<file path="config.mk">
export PLATFORM = sky130hd
export DESIGN_NAME = tpp_parallel_io
export DESIGN_NICKNAME = d
export VERILOG_FILES = /design/src/rtl/tpp_pkg.sv /design/src/rtl/tpp_decode.sv /design/src/rtl/tpp_port_reg.sv /design/src/rtl/tpp_strobe.sv /design/src/rtl/tpp_parallel_io.sv
export SDC_FILE = /design/constraint.sdc
export NUM_CORES = 1
export LEC_CHECK = 0
export BUFFER_PORTS_ARGS = -buffer_cell sky130_fd_sc_hd__buf_2
export CAP_MARGIN = 10
export CORE_UTILIZATION = 45
export DETAILED_ROUTE_END_ITERATION = 10
export PLACE_DENSITY = 0.73
export RECOVER_POWER = 25
export REMOVE_ABC_BUFFERS = 1
export SYNTH_ARGS = -nofsm -noshare
export SYNTH_HDL_FRONTEND = slang
export SYNTH_SLANG_ARGS = --single-unit
</file>
<file path="constraint.sdc">
create_clock -name clk -period 5.15 [get_ports clk]
set_clock_uncertainty 0.2 [all_clocks]
set_input_delay 0.7725 -clock clk [delete_from_list [all_inputs] [get_ports clk]]
set_output_delay 0.7725 -clock clk [all_outputs]
set_load 0.005 [all_outputs]
</file>
<file path="src/rtl/tpp_pkg.sv">
package tpp_pkg;

  typedef enum logic [1:0] {
    SEL_A    = 2'd0,
    SEL_B    = 2'd1,
    SEL_C    = 2'd2,
    SEL_CTRL = 2'd3
  } sel_e;

  // Packed MSB first: strobe_a is bit 4, a_out is bit 0.
  typedef struct packed {
    logic strobe_a;
    logic c_hi_out;
    logic c_lo_out;
    logic b_out;
    logic a_out;
  } ctrl_t;

  localparam int CTRL_W   = $bits(ctrl_t);
  localparam int NUM_SEL  = 4;
  localparam int NUM_PORT = 3;

endpackage

</file>
<file path="src/rtl/tpp_decode.sv">
module tpp_decode
  import tpp_pkg::*;
(
  input  logic                cs,
  input  logic                rd,
  input  logic                wr,
  input  logic [1:0]          addr,
  output logic [NUM_SEL-1:0]  rd_sel,
  output logic [NUM_SEL-1:0]  wr_sel
);

  logic rd_go;
  logic wr_go;

  // A write strobe takes precedence over a read strobe.
  assign wr_go = cs & wr;
  assign rd_go = cs & rd & ~wr;

  for (genvar i = 0; i < NUM_SEL; i++) begin : g_sel
    assign rd_sel[i] = rd_go && (addr == 2'(i));
    assign wr_sel[i] = wr_go && (addr == 2'(i));
  end

endmodule

</file>
<file path="src/rtl/tpp_port_reg.sv">
module tpp_port_reg #(
  parameter int W = 8
) (
  input  logic         clk,
  input  logic         rst,
  input  logic         wr_en,
  input  logic [W-1:0] din,
  input  logic [W-1:0] pins,
  output logic [W-1:0] latch_q,
  output logic [W-1:0] pins_q
);

  always_ff @(posedge clk) begin
    if (rst) begin
      latch_q <= '0;
      pins_q  <= '0;
    end else begin
      pins_q <= pins;
      if (wr_en) latch_q <= din;
    end
  end

endmodule

</file>
<file path="src/rtl/tpp_strobe.sv">
module tpp_strobe #(
  parameter int W = 8
) (
  input  logic         clk,
  input  logic         rst,
  input  logic         mode,
  input  logic         drdy,
  input  logic [W-1:0] port_pins,
  input  logic         rd_a,
  output logic [W-1:0] held_q,
  output logic         irq_q,
  output logic         ack_q
);

  logic drdy_q;
  logic rise;

  assign rise = mode & drdy & ~drdy_q;

  always_ff @(posedge clk) begin
    if (rst) begin
      drdy_q <= 1'b0;
      held_q <= '0;
      irq_q  <= 1'b0;
      ack_q  <= 1'b0;
    end else begin
      drdy_q <= drdy;
      ack_q  <= mode & rd_a;
      if (rise) held_q <= port_pins;
      // A new capture wins over a clearing read in the same cycle.
      if (!mode)      irq_q <= 1'b0;
      else if (rise)  irq_q <= 1'b1;
      else if (rd_a)  irq_q <= 1'b0;
    end
  end


  irq_set_chk: assert property (@(posedge clk) disable iff (rst)
    rise |=> irq_q);


  held_stable_chk: assert property (@(posedge clk) disable iff (rst)
    !rise |=> $stable(held_q));


  irq_clear_chk: assert property (@(posedge clk) disable iff (rst)
    (mode && rd_a && !rise) |=> !irq_q);


  ack_cause_chk: assert property (@(posedge clk) disable iff (rst)
    ack_q |-> $past(mode && rd_a));


  mode_off_chk: assert property (@(posedge clk) disable iff (rst)
    !mode |=> (!irq_q && !ack_q));

endmodule

</file>
<file path="src/rtl/tpp_parallel_io.sv">
module tpp_parallel_io
  import tpp_pkg::*;
#(
  parameter int DW       = 8,
  parameter int IRQ_BIT  = 3,
  parameter int DRDY_BIT = 4,
  parameter int ACK_BIT  = 5
) (
  input  logic          clk,
  input  logic          rst,
  input  logic          cs,
  input  logic          rd,
  input  logic          wr,
  input  logic [1:0]    addr,
  input  logic [DW-1:0] cpu_din,
  output logic [DW-1:0] cpu_dout,
  output logic          cpu_doe,
  input  logic [DW-1:0] pa_in,
  output logic [DW-1:0] pa_out,
  output logic [DW-1:0] pa_oe,
  input  logic [DW-1:0] pb_in,
  output logic [DW-1:0] pb_out,
  output logic [DW-1:0] pb_oe,
  input  logic [DW-1:0] pc_in,
  output logic [DW-1:0] pc_out,
  output logic [DW-1:0] pc_oe
);

  localparam int NIB = DW / 2;

  ctrl_t               ctrl_q;
  logic [NUM_SEL-1:0]  rd_sel;
  logic [NUM_SEL-1:0]  wr_sel;
  logic [DW-1:0]       pin_src [NUM_PORT];
  logic [DW-1:0]       latch_q [NUM_PORT];
  logic [DW-1:0]       pins_q  [NUM_PORT];
  logic [DW-1:0]       held_q;
  logic                irq_q;
  logic                ack_q;
  logic [DW-1:0]       a_rd;
  logic [DW-1:0]       b_rd;
  logic [DW-1:0]       c_rd;
  logic [DW-1:0]       c_oe;
  logic [DW-1:0]       c_drv;

  tpp_decode u_dec (
    .cs     (cs),
    .rd     (rd),
    .wr     (wr),
    .addr   (addr),
    .rd_sel (rd_sel),
    .wr_sel (wr_sel)
  );

  assign pin_src[0] = pa_in;
  assign pin_src[1] = pb_in;
  assign pin_src[2] = pc_in;

  for (genvar p = 0; p < NUM_PORT; p++) begin : g_port
    tpp_port_reg #(.W(DW)) u_reg (
      .clk     (clk),
      .rst     (rst),
      .wr_en   (wr_sel[p]),
      .din     (cpu_din),
      .pins    (pin_src[p]),
      .latch_q (latch_q[p]),
      .pins_q  (pins_q[p])
    );
  end

  always_ff @(posedge clk) begin
    if (rst)                   ctrl_q <= '0;
    else if (wr_sel[SEL_CTRL]) ctrl_q <= ctrl_t'(cpu_din[CTRL_W-1:0]);
  end

  tpp_strobe #(.W(DW)) u_stb (
    .clk       (clk),
    .rst       (rst),
    .mode      (ctrl_q.strobe_a),
    .drdy      (pc_in[DRDY_BIT]),
    .port_pins (pa_in),
    .rd_a      (rd_sel[SEL_A]),
    .held_q    (held_q),
    .irq_q     (irq_q),
    .ack_q     (ack_q)
  );

  // Port A and B pin side
  assign pa_out = latch_q[0];
  assign pa_oe  = {DW{ctrl_q.a_out & ~ctrl_q.strobe_a}};
  assign pb_out = latch_q[1];
  assign pb_oe  = {DW{ctrl_q.b_out}};

  // Port C: nibble directions, then handshake overrides
  always_comb begin
    c_oe  = {{(DW-NIB){ctrl_q.c_hi_out}}, {NIB{ctrl_q.c_lo_out}}};
    c_drv = latch_q[2];
    c_rd  = (latch_q[2] & c_oe) | (pins_q[2] & ~c_oe);
    if (ctrl_q.strobe_a) begin
      c_oe[IRQ_BIT]  = 1'b1;
      c_oe[ACK_BIT]  = 1'b1;
      c_oe[DRDY_BIT] = 1'b0;
      c_drv[IRQ_BIT] = irq_q;
      c_drv[ACK_BIT] = ack_q;
      c_rd[IRQ_BIT]  = irq_q;
      c_rd[ACK_BIT]  = ack_q;
      c_rd[DRDY_BIT] = pins_q[2][DRDY_BIT];
    end
  end

  assign pc_out = c_drv;
  assign pc_oe  = c_oe;

  // Read side
  always_comb begin
    if (ctrl_q.strobe_a)   a_rd = held_q;
    else if (ctrl_q.a_out) a_rd = latch_q[0];
    else                   a_rd = pins_q[0];
    b_rd = ctrl_q.b_out ? latch_q[1] : pins_q[1];
  end

  always_comb begin
    cpu_dout = '0;
    unique case (1'b1)
      rd_sel[SEL_A]: cpu_dout = a_rd;
      rd_sel[SEL_B]: cpu_dout = b_rd;
      rd_sel[SEL_C]: cpu_dout = c_rd;
      default:       cpu_dout = '0;
    endcase
  end

  assign cpu_doe = rd_sel[SEL_A] | rd_sel[SEL_B] | rd_sel[SEL_C];


  ctrl_read_float_chk: assert property (@(posedge clk) disable iff (rst)
    (cs && rd && !wr && addr == 2'd3) |-> (!cpu_doe && cpu_dout == '0));


  doe_only_on_read_chk: assert property (@(posedge clk) disable iff (rst)
    cpu_doe |-> (cs && rd && !wr && addr != 2'd3));


  strobe_dir_chk: assert property (@(posedge clk) disable iff (rst)
    ctrl_q.strobe_a |-> (pa_oe == '0 && !pc_oe[DRDY_BIT]
                         && pc_oe[IRQ_BIT] && pc_oe[ACK_BIT]));


  latch_write_chk: assert property (@(posedge clk) disable iff (rst)
    (cs && wr && addr == 2'd1) |=> (pb_out == $past(cpu_din)));

endmodule

</file>
== Yosys cells after proc, flatten, opt, wreduce, memory -nomap -nowiden ==
Cells that the tools add are included.
Operators by class
  eq/ne operators: 3
  muxes and demuxes: 10
  bitwise operators: 16
  reductions and logical operators: 10
Operators by type and width (number)
  $mux 8: 3
  $pmux 8 s3: 1
  $and 8x8->8: 2
  $not 8->8: 1
  $or 8x8->8: 1
  $and 1x1->1: 7
  $logic_and 1x1->1: 7
  $mux 3: 2
  $eq 2x2->1 const B: 2
  $mux 1: 4
  $not 1->1: 3
  $eq 2x1->1 const B: 1
  $logic_not 2->1: 1
  $or 1x1->1: 2
  $reduce_bool 2->1: 1
  $reduce_or 2->1: 1
Word-level totals
  bits in registers: 64
  bits of input ports: 39
  output and inout port bits: 57
  word-level logic and storage cells: 54

== Longest topological paths before layout ==
  depth after elaboration: 5
  mapped depth: 7
  mapped depth without buffers: 4

== Cells and area by module ==
Synthesis repeated with hierarchy kept, for this count alone.
Unflattened totals
  cell total of the unflattened synthesis: 295
  area, all modules: 2955.3 µm²
Modules (own cells, without submodules)
  tpp_port_reg: times used 3, cells each 42, area an instance 499.2 µm², seq. area each 320.3 µm²
  tpp_parallel_io: times used 1, cells each 111, area an instance 912.1 µm², seq. area each 100.1 µm²
  tpp_strobe: times used 1, cells each 45, area an instance 467.9 µm², seq. area each 220.2 µm²
  tpp_decode: times used 1, cells each 13, area an instance 77.6 µm², seq. area each 0.0 µm²

== Worst setup path before layout ==
No wires, ideal clock.
  path kind: in2out
  start: input port addr[0]
  end: output port cpu_dout[2]
  arrival: 1455 ps
  data required time: 4178 ps
  path slack: 2723 ps
  cell stages on the path: 6
  buffers on the path: 2
  path through: buf_6 -> nand2b_4 -> buf_6 -> o22ai_1 -> a21oi_1 -> nor2_1
On the way
  longest elaborated chain between the ends: 3
  elaborated cells on any way between the ends: 7
  classes of those cells: eq/ne (2); mux (1); reduce/logical (4)
RTL lines
  from (decl): line tpp_parallel_io.sv:14  | input logic [1:0] addr,
  $eq 2x2->1 (tied with other cells): line tpp_decode.sv:20  | assign rd_sel[i] = rd_go && (addr == 2'(i));
  $logic_and 1x1->1: line tpp_decode.sv:20
  $pmux 8 s3 (*): line tpp_parallel_io.sv:124  | unique case (1'b1)
  to (decl): line tpp_parallel_io.sv:16  | output logic [DW-1:0] cpu_dout,
Mark *: on every way between the ends. The rest lies on a longest branch, timed or not.

== Worst setup path after layout ==
  start: input port rst
  end: register u_stb.irq_q
On the way
  longest elaborated chain between the ends: 1
RTL lines
  from (decl): line tpp_parallel_io.sv:10  | input logic rst,
  $reduce_or 2->1 (no source line)
  to (signal assigned): line tpp_strobe.sv:24  | irq_q <= 1'b0;
  to (signal assigned): line tpp_strobe.sv:31  | if (!mode) irq_q <= 1'b0;
  to (signal assigned): line tpp_strobe.sv:32  | else if (rise) irq_q <= 1'b1;
  to (decl): line tpp_strobe.sv:11  | output logic irq_q,
Every way passes these cells.
A chain may end at the register's enable or synchronous reset.

==> metrics.yaml <==
min_to: "u_stb.irq_q$_SDFFE_PP0P_"
dp_slack_ps: 2450
layout-drive-gt1-share_pct: 30.1
synthAdderAreaFrac_pct: 0
crit_chain: "clkbuf_1 -> clkbuf_1 -> nand2b_1 -> a21oi_1"
synth.distinct_cells: 27
critPathLaunchType: "input port"
layout_common_cells: "buf_2 (94), nand2_1 (63), dfxtp_1 (63)"
grt_max_degree: 37
numClockSinks: 63
ir_drop_mv: 0.239
multi_input_area_um2: 1270
fin_util_pct: 55.0
synthTopCellsByArea: "dfxtp_1 (44%), mux2i_1 (12%), nand2_1 (8.3%)"
yosysSeqAreaShare_pct: 44.0
crit_slowest_cell: "clkbuf_1"
seq_area_um2: 1260
nNetsFinal: 430
num_vias: 2371
initial_core_util_pct: 47.5
ant_nets: 0
hp-class: "reg2reg"
syn_to_final_growth_pct: 15.7
critPathMostFrequentCell: "clkbuf_1"
setup_viol: 0
p_leak_uw: 0.00151
rr_worst_depth: 3
fin_crit_sh_pct: 60.1
cp_data_required_time_ps: 5150
place_congestion: 0.840
fill_cells: 590
cp_slowest_stage_delay_ps: 1200
drc: 0
first_iter_violations: 92
final-hold-violation-count: 0
power_density_nw_per_um2: 309
routed_wirelength_um: 6540
outcome: "complete, but fails checks"
clock.fmax_mhz: 323
muxShareOfSynthArea_pct: 13.8
io_buffer_count: 95
htree_levels: 3
cp_num_buf_inv: 2
globalRouteOverflowTotal: 0
cp-startpoint: "rst"
antenna_found_initial: 0
drv_slew: 37
synth-simple-area-share_pct: 21.1
final_common_cell: "buf_2"
cts_tree: "yes"
yosysWarnings: 0
fp-row-count: 28
vias_per_cell: 5.04
fp.coreArea_um2: 6030
r2r-start: "ctrl_q[4]$_SDFFE_PP0P_"
setup_slack_ps: 2060
violations: "max-capacitance violations, max-slew violations"
cp_max_fo: 36
grt_pass1_vias: 2117
syn-instance-count: 331
synth_top_area_cell: "dfxtp_1"
worstSetupPathType: "in2reg"
min_path_cells: 2
synth_xor_area_share_pct: 0
die_area_um2: 6690
ctsResizeCount: 0
yosysTopAreaCellShare_pct: 44.0
die_h_um: 81.8
tns_ps: 0
layout_min_cycle_time_ps: 3090
dr.pass1.iters: 5
grt_pass1_wl_um: 10300
crit_arrival_ps: 3100
dp_hpwl_um: 4850
worst_pin_slew_ps: 1560
n_antenna_cell: 0
ys_ff_latch: 63
cts_setup_buffers: 0
synth_area_um2: 2860
end_kind: "register"
clock-root-buffer: "clkbuf_8"
track_usage_pct: 21.0
clk_pin_slew_ps: 70
maxCapViolations: 1
fp.dieW_um: 81.8
cp_top_family: "buffers and inverters"
wl_per_cell_um: 13.9
avgSynthCellArea_um2: 8.65
r2r-end: "u_stb.held_q[4]$_SDFFE_PP0P_"
numCtsBuffers: 9
worstHoldStart: "u_stb.irq_q$_SDFFE_PP0P_"
rsz0062_at_grt: "no"
synth_compound_area_share_pct: 9.48
io_pins: 96
worstSkewPairLatency_ps: 340
synth_top_family_by_area: "simple AND/OR/NAND/NOR gates"
clk_path_buf_depth: 2
slew_headroom_pct: -3.97
ctsHoldBuffers: 0
r2r_slack_ps: 2930
-- synthesized netlist by cell type (all sizes together) --
master,n
nor2,26
dfxtp,63
inv,3
or2,4
mux2i,35
mux2,4
a22o,2
clkbuf,10
nand3b,2
nand2b,4
nor2b,26
buf,37
a21o,1
nor3,1
a21oi,31
nand3,1
nand4,1
nand2,63
o22ai,5
o21ai,12
-- sequential cells by signal, summed over array words and instances (netlist names) --
| name | count |
|---|---|
| u_stb.irq_q | 1 |
| u_stb.held_q | 8 |
| g_port.u_reg.latch_q | 24 |
| pc_oe | 2 |
| g_port.u_reg.pins_q | 24 |
| ctrl_q | 2 |
| pb_oe | 1 |
| u_stb.ack_q | 1 |
-- worst reg2reg max path, stage by stage (launching register included) --
cell and delay [ps]:
dfxtp_1 880, nand3b_1 610, mux2i_1 320, nor2_1 50
-- worst max-delay path by stage --
| stage | endpoint | slack, ps | cells after the start |
|---|---|---|---|
| 2_1_floorplan | cpu_dout[3] | 2670 | 4 |
| 3_3_place_gp | cpu_dout[1] | 2520 | 5 |
| 3_5_place_dp | cpu_dout[6] | 2450 | 6 |
| 4_1_cts | cpu_dout[3] | 2160 | 5 |
| 5_1_grt | u_stb.irq_q$_SDFFE_PP0P_ | 1880 | 4 |
| 6_report | u_stb.irq_q$_SDFFE_PP0P_ | 2060 | 4 |
-- cell families after synthesis --
family	after synthesis
AOI/OAI and AO/OA	51
buffers and inverters	50
DFF	63
muxes	39
and+or+nand+nor	128
-- metal layers --
layer,global-route usage [%],up-vias,routed length [um]
li1,-,1186,-
met2,33.1,82,3030
met3,4.11,9,364
met4,11.4,0,98
met5,0,-,0
met1,27.0,1094,3040
-- layout make-up --
type	count	area share, %
multi-input cells	218	38.4
flip-flops and latches	63	38.1
repair buffers	96	14.4
clock buffers	11	4.57
well taps	75	2.83
clock inverters	4	1.36
inverters	3	0.340
-- power by group --
part           switching, uW  internal, uW
Sequential              9.63           502
Combinational           44.7          38.3
Clock                    185           245
-- stage by stage --
step	cell area [um^2]	total power [uW]	hold slack, ps	std cells
after CTS	3320	1030	262	470
after global routing	3310	1070	287	470
after detailed placement	3120	606	252	455
final	3310	1020	260	470
after global placement	3120	604	245	455
after floorplan	2540	559	235	284
(Power assumes the default switching activity.)
